$ cat src/rtl/ictl_pkg.sv
package ictl_pkg;

    // APB phase tracker states
    typedef enum logic [1:0] {
        ST_IDLE   = 2'd0,
        ST_SETUP  = 2'd1,
        ST_ACCESS = 2'd2
    } apb_state_e;

    // decoded register selection
    typedef enum logic [2:0] {
        SEL_NONE  = 3'd0,
        SEL_EN_LO = 3'd1,
        SEL_EN_HI = 3'd2,
        SEL_MK_LO = 3'd3,
        SEL_MK_HI = 3'd4,
        SEL_ST_LO = 3'd5,
        SEL_ST_HI = 3'd6
    } reg_sel_e;

    localparam int OFS_EN_LO = 'h00;
    localparam int OFS_EN_HI = 'h04;
    localparam int OFS_MK_LO = 'h08;
    localparam int OFS_MK_HI = 'h0C;
    localparam int OFS_ST_LO = 'h30;
    localparam int OFS_ST_HI = 'h34;

    localparam int WORD_W  = 32;
    localparam int MAX_SRC = 64;

endpackage

$ cat src/rtl/ictl_apb_fsm.sv
module ictl_apb_fsm
    import ictl_pkg::*;
(
    input  logic pclk,
    input  logic presetn,
    input  logic psel,
    input  logic penable,
    output logic xfer
);

    apb_state_e state_q;
    apb_state_e state_d;

    // state register
    always_ff @(posedge pclk or negedge presetn) begin
        if (!presetn) begin
            state_q <= ST_IDLE;
        end else begin
            state_q <= state_d;
        end
    end

    // next-state logic
    always_comb begin
        state_d = ST_IDLE;
        unique case (state_q)
            ST_IDLE: begin
                state_d = (psel && !penable) ? ST_SETUP : ST_IDLE;
            end
            ST_SETUP: begin
                if (psel && penable) begin
                    state_d = ST_ACCESS;
                end else if (psel && !penable) begin
                    state_d = ST_SETUP;
                end else begin
                    state_d = ST_IDLE;
                end
            end
            ST_ACCESS: begin
                state_d = (psel && !penable) ? ST_SETUP : ST_IDLE;
            end
            default: state_d = ST_IDLE;
        endcase
    end

    // output logic: a transfer completes in the access cycle after a setup
    always_comb begin
        xfer = (state_q == ST_SETUP) && psel && penable;
    end

endmodule

$ cat src/rtl/ictl_regs.sv
module ictl_regs
    import ictl_pkg::*;
#(
    parameter int NUM_SRC = 40
) (
    input  logic                pclk,
    input  logic                presetn,
    input  logic                wr_en,
    input  reg_sel_e            sel,
    input  logic [WORD_W-1:0]   wdata,
    output logic [MAX_SRC-1:0]  en_w,
    output logic [MAX_SRC-1:0]  mk_w
);

    for (genvar i = 0; i < MAX_SRC; i++) begin : g_bit
        if (i < NUM_SRC) begin : g_impl
            localparam reg_sel_e EN_SEL = (i < WORD_W) ? SEL_EN_LO : SEL_EN_HI;
            localparam reg_sel_e MK_SEL = (i < WORD_W) ? SEL_MK_LO : SEL_MK_HI;
            logic en_q;
            logic mk_q;

            always_ff @(posedge pclk or negedge presetn) begin
                if (!presetn) begin
                    en_q <= 1'b0;
                    mk_q <= 1'b0;
                end else if (wr_en) begin
                    if (sel == EN_SEL) begin
                        en_q <= wdata[i % WORD_W];
                    end
                    if (sel == MK_SEL) begin
                        mk_q <= wdata[i % WORD_W];
                    end
                end
            end

            assign en_w[i] = en_q;
            assign mk_w[i] = mk_q;
        end else begin : g_trim
            assign en_w[i] = 1'b0;
            assign mk_w[i] = 1'b0;
        end
    end

endmodule

$ cat src/rtl/ictl_status.sv
module ictl_status
    import ictl_pkg::*;
#(
    parameter int NUM_SRC = 40
) (
    input  logic               pclk,
    input  logic               presetn,
    input  logic [NUM_SRC-1:0] src,
    input  logic [MAX_SRC-1:0] en_w,
    input  logic [MAX_SRC-1:0] mk_w,
    output logic [MAX_SRC-1:0] fstat_w,
    output logic               irq
);

    logic [NUM_SRC-1:0] src_q;
    logic [MAX_SRC-1:0] src_w;
    logic               irq_q;

    always_ff @(posedge pclk or negedge presetn) begin
        if (!presetn) begin
            src_q <= '0;
            irq_q <= 1'b0;
        end else begin
            src_q <= src;
            irq_q <= |fstat_w;
        end
    end

    assign src_w   = MAX_SRC'(src_q);
    assign fstat_w = src_w & en_w & ~mk_w;
    assign irq     = irq_q;

endmodule

$ cat src/rtl/apb_irq_ctrl.sv
module apb_irq_ctrl
    import ictl_pkg::*;
#(
    parameter int NUM_SRC = 40,
    parameter int ADDR_W  = 8
) (
    input  logic                pclk,
    input  logic                presetn,
    input  logic                psel,
    input  logic                penable,
    input  logic                pwrite,
    input  logic [ADDR_W-1:0]   paddr,
    input  logic [31:0]         pwdata,
    output logic [31:0]         prdata,
    output logic                pready,
    output logic                pslverr,
    input  logic [NUM_SRC-1:0]  irq_src,
    output logic                irq_out
);

    logic               xfer;
    reg_sel_e           sel;
    logic [MAX_SRC-1:0] en_w;
    logic [MAX_SRC-1:0] mk_w;
    logic [MAX_SRC-1:0] fstat_w;

    ictl_apb_fsm u_fsm (
        .pclk    (pclk),
        .presetn (presetn),
        .psel    (psel),
        .penable (penable),
        .xfer    (xfer)
    );

    // offset decode
    always_comb begin
        if (paddr == ADDR_W'(OFS_EN_LO))      sel = SEL_EN_LO;
        else if (paddr == ADDR_W'(OFS_EN_HI)) sel = SEL_EN_HI;
        else if (paddr == ADDR_W'(OFS_MK_LO)) sel = SEL_MK_LO;
        else if (paddr == ADDR_W'(OFS_MK_HI)) sel = SEL_MK_HI;
        else if (paddr == ADDR_W'(OFS_ST_LO)) sel = SEL_ST_LO;
        else if (paddr == ADDR_W'(OFS_ST_HI)) sel = SEL_ST_HI;
        else                                  sel = SEL_NONE;
    end

    ictl_regs #(.NUM_SRC(NUM_SRC)) u_regs (
        .pclk    (pclk),
        .presetn (presetn),
        .wr_en   (xfer && pwrite),
        .sel     (sel),
        .wdata   (pwdata),
        .en_w    (en_w),
        .mk_w    (mk_w)
    );

    ictl_status #(.NUM_SRC(NUM_SRC)) u_stat (
        .pclk    (pclk),
        .presetn (presetn),
        .src     (irq_src),
        .en_w    (en_w),
        .mk_w    (mk_w),
        .fstat_w (fstat_w),
        .irq     (irq_out)
    );

    // read data mux, live only in a read access cycle
    always_comb begin
        prdata = '0;
        if (xfer && !pwrite) begin
            unique case (sel)
                SEL_EN_LO: prdata = en_w[31:0];
                SEL_EN_HI: prdata = en_w[63:32];
                SEL_MK_LO: prdata = mk_w[31:0];
                SEL_MK_HI: prdata = mk_w[63:32];
                SEL_ST_LO: prdata = fstat_w[31:0];
                SEL_ST_HI: prdata = fstat_w[63:32];
                default:   prdata = '0;
            endcase
        end
    end

    assign pready  = 1'b1;
    assign pslverr = 1'b0;

endmodule

$ cat config.mk
export PLATFORM = sky130hd
export DESIGN_NAME = apb_irq_ctrl
export DESIGN_NICKNAME = d
export VERILOG_FILES = /design/src/rtl/ictl_pkg.sv /design/src/rtl/ictl_apb_fsm.sv /design/src/rtl/ictl_regs.sv /design/src/rtl/ictl_status.sv /design/src/rtl/apb_irq_ctrl.sv
export SDC_FILE = /design/constraint.sdc
export NUM_CORES = 1
export LEC_CHECK = 0
export ABC_AREA = 0
export BUFFER_PORTS_ARGS = -buffer_cell sky130_fd_sc_hd__buf_2
export CORE_AREA = 2 2 115 117
export DETAILED_ROUTE_END_ITERATION = 16
export DIE_AREA = 0 0 117 119
export PLACE_DENSITY = 0.72
export REMOVE_ABC_BUFFERS = 1
export SLEW_MARGIN = 20
export SYNTH_ARGS = -nofsm -noshare
export SYNTH_HDL_FRONTEND = slang
export SYNTH_SLANG_ARGS = --single-unit
$ cat constraint.sdc
create_clock -name pclk -period 7.35 [get_ports pclk]
set_clock_uncertainty 0.1 [all_clocks]
set_input_delay 1.47 -clock pclk [delete_from_list [all_inputs] [get_ports pclk]]
set_output_delay 1.47 -clock pclk [all_outputs]
set_load 0.02 [all_outputs]
==> impl_metrics.ini <==
[power]
p_switching_uw = 344.9
power.density_nw_per_um2 = 234.0
p_int_uw = 1296
p_clk_frac = 0.534
switching_share = 0.2102
vdd_drop_max_mv = 0.1688
leakagePower_uw = 0.003374
p_seq_frac = 0.425
p_comb_frac = 0.041

[clock_network]
cts_resized = 0
clock-root-buffer = clkbuf_16
insertion_delay_ns = 0.42
clk_pin_slew_ns = 0.05
hold_buffers = 0
ctsHtreeMaxLevel = 4
cts_setup_buffers = 0
clock-sinks = 123
cts_buffers = 17
cts_tree = yes
cts.path.max_buffers = 2

[floorplan]
io_pins = 120
row_count = 42
fp.dieW_um = 117
start_util = 0.4362
core_area_sq_um = 12870
die_height_um = 119
die-area_sq_um = 13920

[synthesis]
ys_seq_area_frac = 0.5480
synth-edff-count = 0
synth-seq-cells = 123
avgSynthCellArea_sq_um = 12.71
syn_inst = 442
synthFlopType = dfrtp_1
ys_warn_count = 0
synthTopCellsByCount = 123 x dfrtp_1, 57 x mux2_2, 34 x nand3b_1, 31 x nor2_1, 30 x mux2_1
syn_area_sq_um = 5617
synth_area_leader_cell = dfrtp_1
synthDominantCellAreaShare = 0.5480
synthMostInstantiatedCell = dfrtp_1
async_flop_share = 1.000
synth_area_leaders = dfrtp_1 55%, mux2_2 11%, mux2_1 6.0%, nand3b_1 4.5%, mux2i_1 4.5%
yosysUniqueCellTypes = 41

[placement]
dpl.hpwl_um = 9355
io_buffers = 117
place_congestion = 0.8216

[critical_path]
crit_path_end_kind = output port
cp.required_ns = 5.78
start_kind = input port
crit_fanout = 7
cp.arrival_ns = 3.68
path_class = input port to output port

[routing]
drt-total-wl_um = 14420
route.detailed.drc = 0
detail-route-antenna-nets = 0
num_vias = 4096
drt_iter0_markers = 234
viasPerCell = 5.447
post_drt_wl_per_cell_um = 19.17
drtPass1Iterations = 4

[global_routing]
grt_pass1_wl_um = 22540
track_usage = 0.2194
grt_pass1_vias = 4339
antenna_found_initial = 3
gr-total-overflow = 0
grt_start_max_net_pins = 66

[final_layout]
syn_to_final_growth_pct = 24.84
seq_area_sq_um = 3078
fillers = 1105
multiInputGateArea_sq_um = 2405
layout-drive-gt1-share = 0.3822
layout.nets = 645

[timing]
setup_viol = 0
slew_headroom = 0.2985
period_share = 0.7144
period_minus_slack_ns = 5.251
tightestPinTransition_ns = 1.044
fin_hold_ws_ns = 0.3295
hold_viol = 0
rsz0062_at_grt = false
maxSlewViolCount = 0
finalSetupTns_ns = 0
max_freq_mhz = 190.4

[min_path]
hold_path.class = flip-flop to flip-flop

[flow_run]
cap_violations = 0

[run_status]
status = complete, no violations
state kept, by name (all words and copies together) (netlist names):
register,cells
u_fsm.state_q,2
u_stat.src_q,40
u_regs.g_bit.g_impl.mk_q,40
u_regs.g_bit.g_impl.en_q,40
u_stat.irq,1
metrics by stage:
step             util  setup WS (ns)  cells  total power, uW  cell area [sq um]
3_5_place_dp   0.4927          2.116    716            776.2               6344
2_1_floorplan       -          2.293    418            722.2               5490
4_1_cts        0.5419          2.105    748             1655               6977
6_report       0.5446          2.099    752             1641               7012
3_3_place_gp   0.4927          2.113    716            773.5               6344
5_1_grt        0.5440          1.985    749             1697               7004
power groups by stage:
stage	Sequential, uW	Clock (uW)	Combinational [uW]
final	697	876	66.7
after floorplan	708	0	14.5
after global routing	698	924	74.1
after detailed placement	709	0	67.4
after CTS	697	890	67.9
after global placement	708	0	65.2
cell usage in the layout (no fill, tap or decap), drive strengths merged, types with 5 or more instances in the layout:
cell	netlist	routed
a32oi	6	6
nand3b	34	34
mux2i	25	25
buf	11	123
o21ai	10	10
nand3	5	5
a21oi	5	5
nand2	10	10
nor2	32	32
nand2b	7	7
mux2	87	87
dfrtp	123	123
clkbuf	13	23
o22a	24	24
nand4	9	9
nor3	5	5
kinds of logic (layout without fill, tap and decap cells):
logic type,count (synthesis),after routing,share of synthesized area
flip-flops,123,123,0.5480
AND/OR/NAND/NOR,120,120,0.1308
multiplexers,112,112,0.2190
AO/OA/AOI/OAI,57,57,0.07574
buffers and inverters,28,159,0.02517
other,2,5,0.001337
cell type report:
type / instances / share of cell area
repair buffers: 123 / 0.09315
flip-flops and latches: 123 / 0.4390
clock buffers: 23 / 0.07102
clock inverters: 9 / 0.01927
diodes: 3 / 0.001071
well taps: 176 / 0.03141
multi-input cells: 291 / 0.3430
inverters: 4 / 0.002141
final timing paths:
path                                   from                      endpoint  slack [ns]  cells after the start
setup / recovery                   paddr[1]                     prdata[3]        2.10                      6
hold / removal             u_fsm.state_q[1]              u_fsm.state_q[0]        0.33                      1
max in group asynchronous           presetn  u_regs.g_bit[19].g_impl.en_q        4.83                      2
min in group asynchronous           presetn  u_regs.g_bit[27].g_impl.mk_q        1.00                      1
hold reg to reg            u_fsm.state_q[1]              u_fsm.state_q[0]        0.33                      1
setup reg to reg           u_fsm.state_q[1]  u_regs.g_bit[22].g_impl.en_q        4.91                      5
per-layer routing:
| layer | global-route usage | vias to the layer above | wire length, um |
|---|---|---|---|
| li1 | - | 1871 | - |
| met1 | 0.2643 | 2073 | 6189 |
| met2 | 0.3530 | 125 | 6951 |
| met3 | 0.08804 | 25 | 1008 |
| met4 | 0.08015 | 2 | 258 |
| met5 | 0 | - | 7 |
critical path: stages:
cell and delay, ns:
buf_2 0.10, or4_4 0.57, nor3b_1 0.86, a32oi_1 0.23
a21oi_1 0.24, buf_2 0.20
Note: power is estimated with default switching activity, not from simulation.
